## config.mk

```make
export PLATFORM = sky130hd
export DESIGN_NAME = hsk_irq_filter
export DESIGN_NICKNAME = d
export VERILOG_FILES = /design/src/rtl/hsk_pkg.sv /design/src/rtl/hsk_cfg_reg.sv /design/src/rtl/hsk_nak_track.sv /design/src/rtl/hsk_pend.sv /design/src/rtl/hsk_int_drive.sv /design/src/rtl/hsk_irq_filter.sv
export SDC_FILE = /design/constraint.sdc
export NUM_CORES = 1
export LEC_CHECK = 0
export BUFFER_PORTS_ARGS = -buffer_cell sky130_fd_sc_hd__clkbuf_2
export CAP_MARGIN = 20
export CORE_MARGIN = 3
export CORE_UTILIZATION = 25
export CTS_CLUSTER_DIAMETER = 60
export CTS_CLUSTER_SIZE = 24
export DETAILED_ROUTE_END_ITERATION = 8
export GPL_TIMING_DRIVEN = 0
export SYNTH_ARGS = -nofsm -noshare
export SYNTH_HDL_FRONTEND = slang
export SYNTH_SLANG_ARGS = --single-unit
export TNS_END_PERCENT = 20
```

## constraint.sdc

```tcl
create_clock -name clk -period 1.7 [get_ports clk]
set_clock_uncertainty 0.2 [all_clocks]
set_input_delay 0.255 -clock clk [delete_from_list [all_inputs] [get_ports clk]]
set_output_delay 0.255 -clock clk [all_outputs]
set_load 0.05 [all_outputs]
```

## src/rtl/hsk_pkg.sv

```systemverilog
package hsk_pkg;

  typedef enum logic [1:0] {
    HS_ACK  = 2'b00,
    HS_NAK  = 2'b01,
    HS_NYET = 2'b10,
    HS_RSVD = 2'b11
  } hs_code_e;

  // configuration byte, MSB first
  typedef struct packed {
    logic [1:0] ctl_mode;
    logic [1:0] in_mode;
    logic [1:0] out_mode;
    logic       pulse_sel;
    logic       pol_hi;
  } cfg_t;

  localparam logic [7:0] CFG_RESET = 8'h03;

  // pick the mode field that governs an event
  function automatic logic [1:0] mode_for(cfg_t c, logic is_ctrl, logic dir_in);
    logic [1:0] m;
    if (is_ctrl)     m = c.ctl_mode;
    else if (dir_in) m = c.in_mode;
    else             m = c.out_mode;
    return m;
  endfunction

  // does a handshake raise an interrupt under a mode
  function automatic logic hs_accept(logic [1:0] mode, hs_code_e code,
                                     logic is_ctrl, logic dir_in, logic nak_seen);
    logic r;
    r = 1'b0;
    case (code)
      HS_ACK:  r = 1'b1;
      HS_NYET: r = !is_ctrl && !dir_in;
      HS_NAK: begin
        case (mode)
          2'b00:   r = 1'b1;
          2'b01:   r = 1'b0;
          default: r = !nak_seen;
        endcase
      end
      default: r = 1'b0;
    endcase
    return r;
  endfunction

endpackage

```

## src/rtl/hsk_cfg_reg.sv

```systemverilog
module hsk_cfg_reg
  import hsk_pkg::*;
(
  input  logic       clk,
  input  logic       rst_n,
  input  logic       bus_reset,
  input  logic       wr,
  input  logic [7:0] wdata,
  output cfg_t       cfg
);

  cfg_t cfg_q;

  always_ff @(posedge clk or negedge rst_n) begin
    if (!rst_n)         cfg_q <= cfg_t'(CFG_RESET);
    else if (bus_reset) cfg_q <= cfg_t'({6'b0, cfg_q.pulse_sel, cfg_q.pol_hi});
    else if (wr)        cfg_q <= cfg_t'(wdata);
  end

  assign cfg = cfg_q;

  // a bus reset clears the modes and keeps the signalling bits
  p_busrst_keeps_sig_r2: assert property (@(posedge clk) disable iff (!rst_n)
    bus_reset |=> (cfg_q[7:2] == 6'b0) && (cfg_q[1:0] == $past(cfg_q[1:0])));

endmodule

```

## src/rtl/hsk_nak_track.sv

```systemverilog
module hsk_nak_track
  import hsk_pkg::*;
#(
  parameter int N_EP = 8,
  localparam int EPW = $clog2(N_EP)
)(
  input  logic            clk,
  input  logic            rst_n,
  input  logic            bus_reset,
  input  logic            upd,
  input  logic            is_ack,
  input  logic            is_nak,
  input  logic [EPW-1:0]  ep,
  input  logic            dir_in,
  output logic [N_EP-1:0] seen_in,
  output logic [N_EP-1:0] seen_out
);

  for (genvar g = 0; g < N_EP; g++) begin : g_ep
    logic hit_in, hit_out;
    assign hit_in  = upd && (ep == EPW'(g)) && dir_in;
    assign hit_out = upd && (ep == EPW'(g)) && !dir_in;

    always_ff @(posedge clk or negedge rst_n) begin
      if (!rst_n)                  seen_in[g] <= 1'b0;
      else if (bus_reset)          seen_in[g] <= 1'b0;
      else if (hit_in && is_ack)   seen_in[g] <= 1'b0;
      else if (hit_in && is_nak)   seen_in[g] <= 1'b1;
    end

    always_ff @(posedge clk or negedge rst_n) begin
      if (!rst_n)                  seen_out[g] <= 1'b0;
      else if (bus_reset)          seen_out[g] <= 1'b0;
      else if (hit_out && is_ack)  seen_out[g] <= 1'b0;
      else if (hit_out && is_nak)  seen_out[g] <= 1'b1;
    end
  end

  // an ACK leaves the history of its endpoint and direction clear
  p_ack_clears_r6: assert property (@(posedge clk) disable iff (!rst_n)
    (upd && is_ack) |=> ($past(dir_in) ? !seen_in[$past(ep)] : !seen_out[$past(ep)]));

  // a NAK without bus reset marks the history
  p_nak_marks_r6: assert property (@(posedge clk) disable iff (!rst_n)
    (upd && is_nak && !bus_reset) |=> ($past(dir_in) ? seen_in[$past(ep)] : seen_out[$past(ep)]));

endmodule

```

## src/rtl/hsk_pend.sv

```systemverilog
module hsk_pend #(
  parameter int N_EP = 8
)(
  input  logic            clk,
  input  logic            rst_n,
  input  logic [N_EP-1:0] set_rx,
  input  logic [N_EP-1:0] set_tx,
  input  logic            clr_wr,
  input  logic [N_EP-1:0] clr_rx,
  input  logic [N_EP-1:0] clr_tx,
  output logic [N_EP-1:0] pend_rx,
  output logic [N_EP-1:0] pend_tx
);

  for (genvar g = 0; g < N_EP; g++) begin : g_bit
    always_ff @(posedge clk or negedge rst_n) begin
      if (!rst_n) begin
        pend_rx[g] <= 1'b0;
        pend_tx[g] <= 1'b0;
      end else begin
        pend_rx[g] <= set_rx[g] | (pend_rx[g] & ~(clr_wr & clr_rx[g]));
        pend_tx[g] <= set_tx[g] | (pend_tx[g] & ~(clr_wr & clr_tx[g]));
      end
    end
  end

  // cleared bits are gone unless set in the same cycle
  p_clear_wins_r7: assert property (@(posedge clk) disable iff (!rst_n)
    clr_wr |=> ((pend_rx & $past(clr_rx) & ~$past(set_rx)) == '0) &&
               ((pend_tx & $past(clr_tx) & ~$past(set_tx)) == '0));

endmodule

```

## src/rtl/hsk_int_drive.sv

```systemverilog
module hsk_int_drive #(
  parameter int N_EP      = 8,
  parameter int PULSE_CYC = 3,
  localparam int CW = $clog2(PULSE_CYC + 1)
)(
  input  logic            clk,
  input  logic            rst_n,
  input  logic            fire,
  input  logic [N_EP-1:0] pend_rx,
  input  logic [N_EP-1:0] pend_tx,
  input  logic [N_EP-1:0] rx_en,
  input  logic [N_EP-1:0] tx_en,
  input  logic            glob_en,
  input  logic            pulse_sel,
  input  logic            pol_hi,
  output logic            active,
  output logic            int_pin
);

  logic [CW-1:0] cnt_q;
  logic          lvl_act;

  always_ff @(posedge clk or negedge rst_n) begin
    if (!rst_n)           cnt_q <= '0;
    else if (fire)        cnt_q <= CW'(PULSE_CYC);
    else if (cnt_q != '0) cnt_q <= cnt_q - 1'b1;
  end

  assign lvl_act = glob_en && (|((pend_rx & rx_en) | (pend_tx & tx_en)));
  assign active  = pulse_sel ? (cnt_q != '0) : lvl_act;
  assign int_pin = pol_hi ? active : !active;

  // a trigger reloads the full width
  p_pulse_start_r9: assert property (@(posedge clk) disable iff (!rst_n)
    fire |=> (cnt_q == CW'(PULSE_CYC)));

  // the count never exceeds the width and only falls by one
  p_pulse_bound_r9: assert property (@(posedge clk) disable iff (!rst_n)
    (!fire && cnt_q != '0) |=> (cnt_q == $past(cnt_q) - 1'b1));

endmodule

```

## src/rtl/hsk_irq_filter.sv

```systemverilog
module hsk_irq_filter
  import hsk_pkg::*;
#(
  parameter int N_EP      = 8,
  parameter int PULSE_CYC = 3,
  localparam int EPW = $clog2(N_EP)
)(
  input  logic            clk,
  input  logic            rst_n,
  input  logic            bus_reset,
  input  logic            cfg_wr,
  input  logic [7:0]      cfg_wdata,
  output logic [7:0]      cfg_rdata,
  input  logic            evt_valid,
  input  logic [1:0]      evt_code,
  input  logic [EPW-1:0]  evt_ep,
  input  logic            evt_dir,
  input  logic [N_EP-1:0] rx_en,
  input  logic [N_EP-1:0] tx_en,
  input  logic            glob_en,
  input  logic            clr_wr,
  input  logic [N_EP-1:0] clr_rx,
  input  logic [N_EP-1:0] clr_tx,
  output logic [N_EP-1:0] pend_rx,
  output logic [N_EP-1:0] pend_tx,
  output logic            int_pin
);

  cfg_t            cfg;
  hs_code_e        code;
  logic            is_ctrl, ev_ok, seen_sel, accept, ep_en, fire, active;
  logic [1:0]      mode;
  logic [N_EP-1:0] seen_in, seen_out, ep_hot, set_rx, set_tx;

  hsk_cfg_reg u_cfg (
    .clk(clk), .rst_n(rst_n), .bus_reset(bus_reset),
    .wr(cfg_wr), .wdata(cfg_wdata), .cfg(cfg)
  );

  assign cfg_rdata = cfg;

  // event decode
  assign code     = hs_code_e'(evt_code);
  assign ev_ok    = evt_valid && (code != HS_RSVD);
  assign is_ctrl  = (evt_ep == '0);
  assign mode     = mode_for(cfg, is_ctrl, evt_dir);
  assign seen_sel = evt_dir ? seen_in[evt_ep] : seen_out[evt_ep];
  assign accept   = ev_ok && hs_accept(mode, code, is_ctrl, evt_dir, seen_sel);
  assign ep_hot   = N_EP'(1) << evt_ep;
  assign set_rx   = (accept && !evt_dir) ? ep_hot : '0;
  assign set_tx   = (accept &&  evt_dir) ? ep_hot : '0;
  assign ep_en    = evt_dir ? tx_en[evt_ep] : rx_en[evt_ep];
  assign fire     = accept && ep_en && glob_en;

  hsk_nak_track #(.N_EP(N_EP)) u_nak (
    .clk(clk), .rst_n(rst_n), .bus_reset(bus_reset),
    .upd(ev_ok), .is_ack(code == HS_ACK), .is_nak(code == HS_NAK),
    .ep(evt_ep), .dir_in(evt_dir),
    .seen_in(seen_in), .seen_out(seen_out)
  );

  hsk_pend #(.N_EP(N_EP)) u_pend (
    .clk(clk), .rst_n(rst_n),
    .set_rx(set_rx), .set_tx(set_tx),
    .clr_wr(clr_wr), .clr_rx(clr_rx), .clr_tx(clr_tx),
    .pend_rx(pend_rx), .pend_tx(pend_tx)
  );

  hsk_int_drive #(.N_EP(N_EP), .PULSE_CYC(PULSE_CYC)) u_drv (
    .clk(clk), .rst_n(rst_n), .fire(fire),
    .pend_rx(pend_rx), .pend_tx(pend_tx), .rx_en(rx_en), .tx_en(tx_en),
    .glob_en(glob_en), .pulse_sel(cfg.pulse_sel), .pol_hi(cfg.pol_hi),
    .active(active), .int_pin(int_pin)
  );

  // an ACK always lands in the pending flags
  p_ack_sets_r4: assert property (@(posedge clk) disable iff (!rst_n)
    (evt_valid && evt_code == 2'b00) |=>
      ($past(evt_dir) ? pend_tx[$past(evt_ep)] : pend_rx[$past(evt_ep)]));

  // reserved codes leave the pending flags untouched
  p_rsvd_ignored_r11: assert property (@(posedge clk) disable iff (!rst_n)
    (evt_valid && evt_code == 2'b11 && !clr_wr) |=>
      (pend_rx == $past(pend_rx)) && (pend_tx == $past(pend_tx)));

  // NYET on endpoint 0 never sets a pending flag
  p_nyet_ctrl_r5: assert property (@(posedge clk) disable iff (!rst_n)
    (evt_valid && evt_code == 2'b10 && evt_ep == '0 && !clr_wr) |=>
      (pend_rx[0] == $past(pend_rx[0])) && (pend_tx[0] == $past(pend_tx[0])));

endmodule

```

==> summary.txt, run 1 <==
Routing
  • Post-detailed-route count of antenna-violating nets: 0
  • Via count: 2137
  • 1st-iter DRT viols: around 100
  • Average via count per standard cell: 4.87
  • Detail-routed net length per standard cell: approximately 15 microns
  • Total routed wirelength: 6640 microns
  • DRC: 0
  • Number of detailed-routing iterations run before antenna repair: 4

Setup path
  • Crit path DAT: 1.84 ns
  • Startpoint of the most critical setup path: u_pend.pend_tx[0]
  • Sort of element at the start of the critical path: flip-flop
  • CP max FO: 3
  • Critical R2R Capture: u_pend.pend_tx[6]
  • Worst setup path class: flip-flop to primary output
  • CP Capture Type: primary output
  • Worst-case register-to-register setup slack: -0.32 ns
  • List of cells traversed by the critical path: a22oi_2 -> nand4_1 -> o311ai_2 -> o21ai_2 -> xnor2_4 -> buf_8
  • Depth of the worst register-to-register path: 5
  • Slowest library cell on the worst path: sky130_fd_sc_hd__dfrtp_2
  • Crit path capture: int_pin
  • Critical path required time: 1.24 ns
  • Stage delay of the slowest cell on the critical path: 0.43 ns
  • Worst reg2reg startpoint: u_nak.seen_in[3]

Die
  • Die width: 103 microns
  • DIE AREA: 10600 sq um
  • Number of core rows: 34
  • Die outline height: ~100 microns
  • Total I/O pin count: 78
  • Initial core utilization: 26.4%
  • Core outline area: roughly 8900 sq um

Clock tree
  • Clock slew at the register clock pins of the worst setup and hold paths: 0.09 ns
  • Cts bufs inserted: 5
  • Clock sink count: 42
  • Max Root-Sink Buffers: 2
  • Clock tree from TritonCTS: built
  • Worst skew pair latency: about 0.30 ns
  • Maximum level of the CTS H-tree: 2
  • Clock Tree Root: sky130_fd_sc_hd__clkbuf_8

Logic synthesis
  • Seq/Total Area, Yosys: 44.7%
  • Area leader, netlist: sky130_fd_sc_hd__dfrtp_1
  • Fraction of synthesized cell area taken by the top area cell type: between 40% and 50%
  • Syn Inst Count: approximately 240
  • Flip-flop cell with the highest count after synthesis: sky130_fd_sc_hd__dfrtp_1
  • Number of enable flip-flop cells after synthesis: 0
  • Post-synthesis average cell area: 9.75 sq um
  • Area of the mapped netlist: 2360 sq um
  • Yosys warning count: 0
  • Number of synthesized register bits: 42
  • Unique masters post-synth: 38
  • Top post-synthesis cells by area: sky130_fd_sc_hd__dfrtp_1, sky130_fd_sc_hd__mux2i_1, sky130_fd_sc_hd__nand2_1, sky130_fd_sc_hd__mux4_1, sky130_fd_sc_hd__nor2_1
  • Fraction of synthesis flops using an asynchronous set or reset pin: 100%
  • Syn Nets: 296

Finish
  • Final Net Count: 384
  • Share of post-route cells with drive strength above 1: 44.4%
  • Most common cell after layout, fill and taps aside: sky130_fd_sc_hd__clkbuf_2
  • Signed area change from the synthesized netlist to the final layout: 36.9%
  • Antenna diode count: 0
  • Most frequent cells in the layout: sky130_fd_sc_hd__clkbuf_2, sky130_fd_sc_hd__nand2_1, sky130_fd_sc_hd__nor2_1

Min path
  • Kind of path behind the tightest hold check: primary input to flip-flop

STA
  • Unrepaired setup endpoints after global routing: true
  • Fraction of the cycle the final worst path needs: 135%
  • Worst-case setup margin in the final layout: -0.592 ns
  • Worst-margin pin slew: approximately 0.52 ns
  • Pins Over Slew Limit: 0
  • Maximum achievable frequency: 0.436 GHz
  • Post-route setup TNS: -4.25 ns
  • Final hold violation count: 0
  • Slew headroom: 64.9%
  • Setup Viol. Count Final: 19
  • Period minus WS final: 2.29 ns

Power and ir drop
  • Ratio of total power to cell area: 836 nW/um^2
  • Maximum VDD drop: between 0.3 and 0.4 mV
  • Static power due to leakage: 1.45 nW

Global route
  • Maximum number of pins on one net before global-route repair: 43
  • Total global routing overflow: 0
  • Wire length of the first global-routing pass: 10300 microns
  • Total routing resource utilization after global routing: 12.5%
  • Vias in the first global route: 2079
  • Number of antenna violations at the first check in global routing: 0

Place
  • Pre-CTS worst setup slack: -0.638 ns
  • Total half-perimeter wirelength after legalization and detailed placement: 5230 microns
  • IO Port Bufs: 71
  • Global placement routability congestion: between 0.8 and 0.9

Flow run
  • Max-cap violations: 0

Run status
  • Violated checks: setup timing
  • Run status: finished with violations
## state kept, by name, indices dropped and copies added, names as in the netlist
| signal | flops |
|---|---|
| u_pend.pend_tx | 8 |
| u_nak.seen_out | 8 |
| u_cfg.cfg | 8 |
| u_nak.seen_in | 8 |
| u_pend.pend_rx | 8 |
| u_drv.cnt_q | 2 |
## final cells by class
class | count | area (sq um)
fill | 899 | 5700
multi-input combinational | 179 | 1310
sequential | 42 | 1070
timing repair buffer | 81 | 469
tap | 108 | 135
buffer | 16 | 116
clock buffer | 5 | 68.8
clock inverter | 3 | 40.0
inverter | 5 | 18.8
## through the flow
| stage | utilization [%] | cells | hold slack [ns] | total power, mW | cell area, sq um |
|---|---|---|---|---|---|
| global placement | 32.7 | 421 | 0.258 | 1.86 | 2920 |
| detailed placement | 32.7 | 421 | 0.267 | 1.87 | 2920 |
| finish | 36.1 | 439 | 0.00223 | 2.70 | 3230 |
| floorplan | - | 242 | -0.241 | 1.66 | 2430 |
| global route | 36.1 | 439 | 0.0144 | 2.83 | 3230 |
| CTS | 35.1 | 435 | 0.000894 | 2.70 | 3140 |
## Yosys cell counts, types with 2 or more instances
library cell	n
sky130_fd_sc_hd__buf_2	2
sky130_fd_sc_hd__nand3b_1	3
sky130_fd_sc_hd__mux2i_1	20
sky130_fd_sc_hd__buf_1	2
sky130_fd_sc_hd__nor3_1	2
sky130_fd_sc_hd__nor2_1	33
sky130_fd_sc_hd__nand3_1	5
sky130_fd_sc_hd__nand4_1	2
sky130_fd_sc_hd__nor2b_1	3
sky130_fd_sc_hd__a21oi_1	5
sky130_fd_sc_hd__buf_4	2
sky130_fd_sc_hd__mux4_1	6
sky130_fd_sc_hd__inv_1	5
sky130_fd_sc_hd__dfstp_2	2
sky130_fd_sc_hd__a22oi_1	8
sky130_fd_sc_hd__o21ai_0	17
sky130_fd_sc_hd__mux4_2	3
sky130_fd_sc_hd__clkbuf_1	9
sky130_fd_sc_hd__o21ai_1	7
sky130_fd_sc_hd__dfrtp_1	40
sky130_fd_sc_hd__mux2_2	5
sky130_fd_sc_hd__nand2_1	45
## critical path: cells and delay by family (launching register included)
| kind | cells | cell delay (ns) |
|---|---|---|
| AND/OR/NAND/NOR | 1 | 0.14 |
| XOR/XNOR | 1 | 0.18 |
| buffers and inverters | 1 | 0.16 |
| flip-flops | 1 | 0.43 |
| AO/OA/AOI/OAI | 3 | 0.63 |
## kinds of logic (layout without fill, tap and decap cells)
logic type | after synthesis | count (layout) | synth area share, %
AND/OR/NAND/NOR | 99 | 99 | 18.1
AO/OA/AOI/OAI | 42 | 42 | 10.8
flip-flops | 42 | 42 | 44.7
multiplexers | 35 | 35 | 21.1
buffers and inverters | 21 | 110 | 4.08
XOR/XNOR | 2 | 2 | 0.743
adder cells (fa/ha/maj) | 1 | 1 | 0.530
## layer usage
layer	up-vias	global-route usage, %	part of all wire [%]
li1	1012	-	-
met1	1037	15.4	43
met2	81	21.5	49
met3	7	3.86	7.4
met4	0	2.69	1.1
met5	-	0	0
## how the worst min path moves through the flow
stage,cells after the start,startpoint,end
6_report,3,cfg_wdata[4],u_cfg.cfg[4]
5_1_grt,3,cfg_wdata[2],u_cfg.cfg[2]
4_1_cts,3,cfg_wdata[3],u_cfg.cfg[3]
3_5_place_dp,3,cfg_wdata[1],u_cfg.cfg[1]
3_3_place_gp,3,cfg_wdata[1],u_cfg.cfg[1]
2_1_floorplan,0,rst_n,u_cfg.cfg[2]
## repair_timing
item / CTS / global route
setup buffers: 2 / 3
hold buffers: 4 / 0
endpoints found under the setup margin: 20 / 22
pin swaps: 8 / 10
endpoints found under the hold margin: 43 / 0
resized for setup: 20 / 11
## where the power goes
group | internal (mW) | switching [mW]
clock network | 0.432 | 0.345
registers | 1.08 | 0.0512
logic | 0.322 | 0.473
total | 1.83 | 0.869
Power figures use the tool's default switching activity.
==> run 2: changes to the inputs <==
ABC_AREA = 1   (was not set)
==> run 2 against run 1 <==
Compared with the run above: combinational power shrank 5.0%; highest routed layer unchanged; cell count grew 31%; sequential share of layout area shrank 1.4 points; global-route usage grew 1.8 points; cell area grew 4.9%; fmax grew 6.3%; synthesized cell count grew 45%; critical path type unchanged; the run still ends with setup timing left; routed wire length grew 16%; clock-buffer cell count grew 2.
==> summary.txt, run 2 <==
Run status
  • Run status: finished with violations
  • Violated checks: setup timing

Logic synthesis
  • Number of synthesized register bits: 42 (unchanged)
  • Cell types with the highest counts after synthesis: sky130_fd_sc_hd__nand2_1, sky130_fd_sc_hd__dfrtp_1, sky130_fd_sc_hd__inv_1
  • Syn Inst Count: 351 (+45%)
  • Number of enable flip-flop cells after synthesis: 0 (unchanged)
  • Area leader, netlist: sky130_fd_sc_hd__dfrtp_1
  • Seq/Total Area, Yosys: 42.3% (-2.4 points)
  • Unique masters post-synth: 28 (-26%)
  • Fraction of synthesis flops using an asynchronous set or reset pin: 100% (unchanged)
  • Post-synthesis average cell area: 7.09 sq um (-27%)
  • Syn Nets: 405 (+37%)
  • Flip-flop cell with the highest count after synthesis: sky130_fd_sc_hd__dfrtp_1
  • Yosys warning count: 0 (unchanged)
  • Most instantiated library cell after synthesis: sky130_fd_sc_hd__nand2_1
  • Area of the mapped netlist: 2490 sq um (+5.6%)
  • Top post-synthesis cells by area: sky130_fd_sc_hd__dfrtp_1, sky130_fd_sc_hd__nand2_1, sky130_fd_sc_hd__o21ai_0, sky130_fd_sc_hd__o211ai_1, sky130_fd_sc_hd__inv_1
  • Fraction of synthesized cell area taken by the top area cell type: 40.2% (-2.2 points)

Global route
  • Total routing resource utilization after global routing: 14.2% (+1.8 points)
  • Number of antenna violations at the first check in global routing: 0 (unchanged)
  • Vias in the first global route: 2643 (+27%)
  • Wire length of the first global-routing pass: 12800 microns (+24%)
  • Total global routing overflow: 0 (unchanged)
  • Maximum number of pins on one net before global-route repair: 43 (unchanged)

Routing
  • DRC: 0 (unchanged)
  • Total routed wirelength: 7730 microns (+16%)
  • 1st-iter DRT viols: 153 (+49%)
  • Detail-routed net length per standard cell: 13.4 microns (-11%)
  • Average via count per standard cell: 4.53 (-7.0%)
  • Post-detailed-route count of antenna-violating nets: 0 (unchanged)
  • Via count: 2611 (+22%)
  • Number of detailed-routing iterations run before antenna repair: 4 (unchanged)

Power and ir drop
  • Maximum VDD drop: 0.301 mV (-21%)
  • Ratio of total power to cell area: 750 nW/um^2 (-10%)
  • Total design power: 2.54 mW (-5.9%)
  • Static power due to leakage: 1.79 nW (+23%)

Clock tree
  • Maximum level of the CTS H-tree: 2 (unchanged)
  • Clock tree from TritonCTS: built
  • Max Root-Sink Buffers: 2 (unchanged)
  • Clock Tree Root: sky130_fd_sc_hd__clkbuf_8
  • Worst skew pair latency: 0.30 ns (about the same)
  • Cts bufs inserted: 5 (unchanged)
  • Clock slew at the register clock pins of the worst setup and hold paths: 0.09 ns (about the same)
  • Clock sink count: 42 (unchanged)

STA
  • Worst-margin pin slew: 0.506 ns (-0.0158 ns)
  • Period minus WS final: 2.16 ns (-0.135 ns)
  • Setup Viol. Count Final: 1 (-18)
  • Maximum achievable frequency: 0.464 GHz (+6.3%)
  • Slew headroom: 66.3% (+1.4 points)
  • Worst-case setup margin in the final layout: -0.457 ns (+0.135 ns)
  • Pins Over Slew Limit: 0 (unchanged)
  • Hold WS: 0.00439 ns (+0.00216 ns)
  • Final hold violation count: 0 (unchanged)
  • Unrepaired setup endpoints after global routing: true
  • Fraction of the cycle the final worst path needs: 127% (-7.9 points)

Finish
  • Filler cell count in the final layout: 1010 (+12%)
  • Antenna diode count: 0 (unchanged)
  • Final Net Count: 501 (+30%)
  • Signed area change from the synthesized netlist to the final layout: 36.0%
  • Most frequent cells in the layout: sky130_fd_sc_hd__nand2_1, sky130_fd_sc_hd__clkbuf_2, sky130_fd_sc_hd__inv_1
  • Most common cell after layout, fill and taps aside: sky130_fd_sc_hd__nand2_1
  • Share of post-route cells with drive strength above 1: 31.0% (-13 points)

Place
  • IO Port Bufs: 72 (+1.4%)
  • Pre-CTS worst setup slack: -0.253 ns (+0.385 ns)
  • Total half-perimeter wirelength after legalization and detailed placement: 5950 microns (+14%)
  • Global placement routability congestion: 0.835 (-1.0%)

Setup path
  • CP max FO: 3 (unchanged)
  • Worst setup path class: flip-flop to primary output
  • CP Capture Type: primary output
  • Critical path required time: 1.24 ns (about the same)
  • Sort of element at the start of the critical path: flip-flop
  • Count of buffering cells on the critical path with inverters included: 1 (unchanged)
  • Cell repeated most along the worst path: sky130_fd_sc_hd__nand2_1
  • Cell family contributing the most delay on the critical path: simple AND/OR/NAND/NOR gates
  • List of cells traversed by the critical path: nand2_1 -> nand2_1 -> a221oi_2 -> nand3_1 -> nand2_2 -> nand3b_1 -> nand2_4 -> clkbuf_16
  • Crit path DAT: 1.70 ns (-0.14 ns)
  • Slowest library cell on the worst path: sky130_fd_sc_hd__dfrtp_2
  • Stage delay of the slowest cell on the critical path: 0.44 ns (about the same)

Die
  • Die outline height: 106 microns (+2.6%)
  • Initial core utilization: 26.3% (-0.078 points)
  • Number of core rows: 35 (+2.9%)
  • Die width: 106 microns (+2.6%)
  • Core outline area: 9460 sq um (+5.9%)
  • Total I/O pin count: 78 (unchanged)
  • DIE AREA: 11200 sq um (+5.2%)

Flow run
  • Max-cap violations: 0 (unchanged)

Min path
  • Kind of path behind the tightest hold check: primary input to flip-flop
-- run 2: cell count changes in the layout (fill, tap and decap cells not counted), moves of 12 or more --
cell	change
sky130_fd_sc_hd__inv_1	+28
sky130_fd_sc_hd__mux2i_1	-19
sky130_fd_sc_hd__nand2_1	+93
sky130_fd_sc_hd__nand2_2	+14
sky130_fd_sc_hd__nand3_1	+12
sky130_fd_sc_hd__nor2_1	-14
sky130_fd_sc_hd__o211ai_1	+17
sky130_fd_sc_hd__o21ai_0	+21
sky130_fd_sc_hd__o21ai_1	-14
-- run 2: layout make-up --
class | count | area [sq um] | share of cell area, %
well taps | 129 | 161 | 4.77
inverters | 35 | 131 | 3.88
plain buffers | 16 | 110 | 3.25
clock inverters | 1 | 5.00 | 0.148
clock buffers | 7 | 86.3 | 2.55
repair buffers | 89 | 561 | 16.5
multi-input cells | 258 | 1250 | 37.1
flip-flops and latches | 42 | 1080 | 31.8
-- run 2: metal layers --
| layer | up-vias | track usage (%) | share of wire (%) |
|---|---|---|---|
| li1 | 1315 | - | - |
| met1 | 1198 | 18.6 | 46 |
| met2 | 89 | 23.6 | 46 |
| met3 | 9 | 3.43 | 7.3 |
| met4 | 0 | 3.89 | 1.2 |
| met5 | - | 0 | 0 |
-- run 2: what timing repair did --
action                     in CTS  in global routing
hold endpoints to repair       53                 14
hold buffers                   13                  1
setup endpoints to repair       1                 25
pin swaps                       3                  6
gates resized for setup         5                 12
buffers inserted                2                  0
-- run 2: worst paths after layout --
check,slack (ns),to,from,cells past startpoint
max,-0.46,int_pin,u_pend.pend_rx[2],8
min,0.004,u_pend.pend_rx[0],clr_rx[0],4
max reg2reg,0.11,u_pend.pend_rx[4],u_nak.seen_out[3],12
min reg2reg,0.31,u_pend.pend_rx[7],u_pend.pend_rx[7],2
max in group asynchronous,0.52,u_cfg.cfg[0],rst_n,3
min in group asynchronous,0.21,u_pend.pend_tx[3],rst_n,2
-- run 2: worst register-to-register path, stage by stage (launching register included) --
cell,delay (ns)
sky130_fd_sc_hd__dfrtp_1,0.36
sky130_fd_sc_hd__nand2_1,0.06
sky130_fd_sc_hd__nand2_1,0.07
sky130_fd_sc_hd__nand2_1,0.05
sky130_fd_sc_hd__nand3_1,0.08
sky130_fd_sc_hd__nand3_1,0.08
sky130_fd_sc_hd__nand2_1,0.09
sky130_fd_sc_hd__nand2_1,0.06
sky130_fd_sc_hd__nand2_2,0.08
sky130_fd_sc_hd__nand2_4,0.09
sky130_fd_sc_hd__buf_12,0.16
sky130_fd_sc_hd__nand2_1,0.08
sky130_fd_sc_hd__nand2_1,0.05
-- run 2: power breakdown --
part	switching (mW)	internal (mW)	leakage (nW)
Combinational	0.468	0.288	1.20
Sequential	0.0419	1.07	0.538
Clock	0.348	0.328	0.0482
Total	0.858	1.68	1.79
-- run 2: cells by family after synthesis --
family                   count (synthesis)  synth area share [%]
flip-flops                              42                  42.3
multiplexers                             2                 0.904
XOR/XNOR                                 1                 0.352
buffers and inverters                   51                  9.70
adder cells (fa/ha/maj)                  1                 0.502
AO/OA/AOI/OAI                           52                  13.0
AND/OR/NAND/NOR                        202                  33.3
-- run 2: stage by stage --
stage | setup TNS [ns] | cell area (sq um) | util, % | cells
after floorplan | 0 | 2530 | - | 351
after global placement | -3.43 | 3060 | 32.3 | 552
after detailed placement | -3.74 | 3060 | 32.3 | 552
after CTS | -0.454 | 3320 | 35.1 | 575
after global routing | -0.571 | 3390 | 35.8 | 577
final | -0.457 | 3390 | 35.8 | 577
==> run 3: changes to the inputs <==
--- a/config.mk
+++ b/config.mk
@@ -16,2 +16,3 @@
 export GPL_TIMING_DRIVEN = 0
+export PLACE_DENSITY_LB_ADDON = 0.15
 export SYNTH_ARGS = -nofsm -noshare
--- a/constraint.sdc
+++ b/constraint.sdc
@@ -4,2 +4,2 @@
 set_output_delay 0.255 -clock clk [all_outputs]
-set_load 0.05 [all_outputs]
+set_load 0.01 [all_outputs]
==> run 3 against run 2 <==
Compared with the run above: total power up 5.2%; critical path depth grew 1; first-iteration DRC count fell by 3.3%; sequential power is essentially flat; the run ends with hold timing, setup timing left; sequential share of layout area decreased by 0.081 points; register-to-register slack worse by 0.03 ns.
==> summary.txt, run 3 (synthesis gave the netlist of run 2 again) <==
Routing
  • Post-detailed-route count of antenna-violating nets: 0 (unchanged)
  • 1st-iter DRT viols: 148 (-3.3%)
  • Detail-routed net length per standard cell: 13.7 microns (+2.6%)
  • Number of detailed-routing iterations run before antenna repair: 5 (+1)
  • DRC: 0 (unchanged)
  • Total routed wirelength: 7890 microns (+2.1%)
  • Average via count per standard cell: 4.50 (-0.63%)
  • Via count: 2581 (-1.1%)

Place
  • Post-detailed-placement cell area: 3030 sq um (-0.78%)
  • Total half-perimeter wirelength after legalization and detailed placement: 6220 microns (+4.6%)
  • Global placement routability congestion: 0.827 (-0.96%)
  • Number of instances in the placed design: 553 (+0.18%)
  • IO Port Bufs: 72 (unchanged)

STA
  • Fraction of the cycle the final worst path needs: 127% (about the same)
  • Final hold violation count: 1 (+1)
  • Unrepaired setup endpoints after global routing: true
  • Hold WS: -0.00157 ns (-0.00597 ns)
  • Slew headroom: 66.0% (-0.32 points)
  • Maximum achievable frequency: 0.463 GHz (about the same)
  • Period minus WS final: 2.16 ns (+0.000939 ns)
  • Pins Over Slew Limit: 0 (unchanged)
  • Worst-margin pin slew: 0.511 ns (+0.00487 ns)
  • Setup Viol. Count Final: 1 (unchanged)
  • Post-route setup TNS: -0.458 ns (-0.000939 ns)
  • Worst-case setup margin in the final layout: -0.458 ns (-0.000939 ns)

Die
  • Total I/O pin count: 78 (unchanged)
  • Die outline height: 106 microns (unchanged)
  • Initial core utilization: 26.3% (unchanged)
  • Number of core rows: 35 (unchanged)
  • DIE AREA: 11200 sq um (unchanged)
  • Die width: 106 microns (unchanged)
  • Core outline area: 9460 sq um (unchanged)

Global route
  • Wire length of the first global-routing pass: 13200 microns (+3.4%)
  • Number of antenna violations at the first check in global routing: 0 (unchanged)
  • Vias in the first global route: 2646 (+0.11%)
  • Total routing resource utilization after global routing: 14.6% (+0.31 points)
  • Total global routing overflow: 0 (unchanged)
  • Maximum number of pins on one net before global-route repair: 27 (-37%)

Power and ir drop
  • Reg power frac: 41.3% (-2.3 points)
  • Logic gate share of total power: 20.9% (-8.9 points)
  • Static power due to leakage: 1.81 nW (+1.2%)
  • Maximum VDD drop: 0.351 mV (+17%)
  • Cell internal pwr: 1.93 mW (+14%)
  • Net switching fraction of the power: 27.9% (-5.9 points)
  • P_sw: 746 uW (-13%)
  • Ratio of total power to cell area: 805 nW/um^2 (+7.3%)
  • Clock power share: 37.9% (+11 points)

Finish
  • Final Cell Area: 3320 sq um (-2.0%)
  • Final core utilization: 35.1% (-0.70 points)
  • Filler cell count in the final layout: 1081 (+7.0%)
  • Cell Count, Final, Fillers Out: 574 (-0.52%)
  • Most common cell after layout, fill and taps aside: sky130_fd_sc_hd__nand2_1
  • Multi-input combinational cell area: 1210 sq um (-3.3%)
  • Share of post-route cells with drive strength above 1: 24.5% (-6.5 points)
  • Sequential cell area: 1050 sq um (-2.2%)
  • Signed area change from the synthesized netlist to the final layout: 33.4%
  • Final Net Count: 498 (-0.60%)
  • Antenna diode count: 0 (unchanged)
  • Most frequent cells in the layout: sky130_fd_sc_hd__nand2_1, sky130_fd_sc_hd__clkbuf_2, sky130_fd_sc_hd__dfrtp_1

Clock tree
  • Clock tree from TritonCTS: built
  • Max Root-Sink Buffers: 2 (unchanged)
  • Clock Tree Root: sky130_fd_sc_hd__clkbuf_8
  • Clock slew at the register clock pins of the worst setup and hold paths: 0.09 ns (about the same)
  • Maximum level of the CTS H-tree: 2 (unchanged)
  • Worst skew pair latency: 0.30 ns (about the same)
  • Clock sink count: 42 (unchanged)
  • Cts bufs inserted: 5 (unchanged)

Min path
  • Hold Path Cell Cnt: 4 (unchanged)
  • Kind of path behind the tightest hold check: primary input to flip-flop

Run status
  • Run status: finished with violations
  • Violated checks: hold timing, setup timing

Setup path
  • CP Capture Type: primary output
  • Critical path required time: 1.24 ns (about the same)
  • CP max FO: 2 (-1)
  • Crit path DAT: 1.70 ns (about the same)
  • Sort of element at the start of the critical path: flip-flop
  • Depth of the worst register-to-register path: 12 (unchanged)
  • Worst setup path class: flip-flop to primary output

Flow run
  • Max-cap violations: 0 (unchanged)
[run 3: cell type report]
class	count	area share, %
buffer	16	3.32
clock inverter	2	1.81
inverter	35	3.96
tap	129	4.86
sequential	42	31.7
timing repair buffer	86	15.3
clock buffer	6	2.49
multi-input combinational	258	36.5
[run 3: routing by layer]
| metal | track usage (%) | share of wire, % | vias to the layer above |
|---|---|---|---|
| met5 | 0 | 0 | - |
| met4 | 3.79 | 1.7 | 0 |
| li1 | - | - | 1309 |
| met3 | 2.88 | 5.6 | 12 |
| met1 | 20.5 | 50 | 1174 |
| met2 | 22.7 | 43 | 86 |
[run 3: stage by stage]
stage | setup slack, ns | power (mW)
after floorplan | 0.143 | 1.44
after global placement | -0.257 | 1.64
after detailed placement | -0.293 | 1.66
after CTS | -0.457 | 2.70
after global routing | -0.580 | 2.82
final | -0.458 | 2.67
[run 3: what timing repair did]
action                                 CTS  global route
endpoints found under the hold margin   26             0
resized for setup                        1             5
hold buffers                            12             0
pin swaps                                1             5
buffers inserted                         1             0
setup endpoints to repair                1            20
[run 3: power by group through the flow]
stage          registers [mW]  clock network [mW]  logic, mW
6_report                 1.10                1.01      0.558
4_1_cts                  1.10                1.03      0.564
3_3_place_gp             1.12                   0      0.521
5_1_grt                  1.11                1.08      0.636
2_1_floorplan            1.12                   0      0.311
3_5_place_dp             1.12                   0      0.537
[run 3: worst max-delay path, cell delays in order, from the launching register on]
cell                       delay, ns
sky130_fd_sc_hd__dfrtp_1        0.41
sky130_fd_sc_hd__nand2_1        0.08
sky130_fd_sc_hd__nand2_1        0.06
sky130_fd_sc_hd__a221oi_2       0.25
sky130_fd_sc_hd__nand3_1        0.19
sky130_fd_sc_hd__nand2_1        0.12
sky130_fd_sc_hd__nand2_1        0.05
sky130_fd_sc_hd__nand2_1        0.05
sky130_fd_sc_hd__nand2_1        0.05
sky130_fd_sc_hd__buf_2          0.14
[run 3: worst paths after layout]
check	startpoint	endpoint	slack, ns
worst max-delay path	u_pend.pend_tx[6]	int_pin	-0.46
worst min-delay path	clr_rx[0]	u_pend.pend_rx[0]	-0.002
worst max register to register	u_nak.seen_in[7]	u_pend.pend_rx[4]	0.08
worst min register to register	u_pend.pend_rx[1]	u_pend.pend_rx[1]	0.31
max in group asynchronous	rst_n	u_cfg.cfg[1]	0.46
min in group asynchronous	rst_n	u_nak.seen_out[1]	0.26
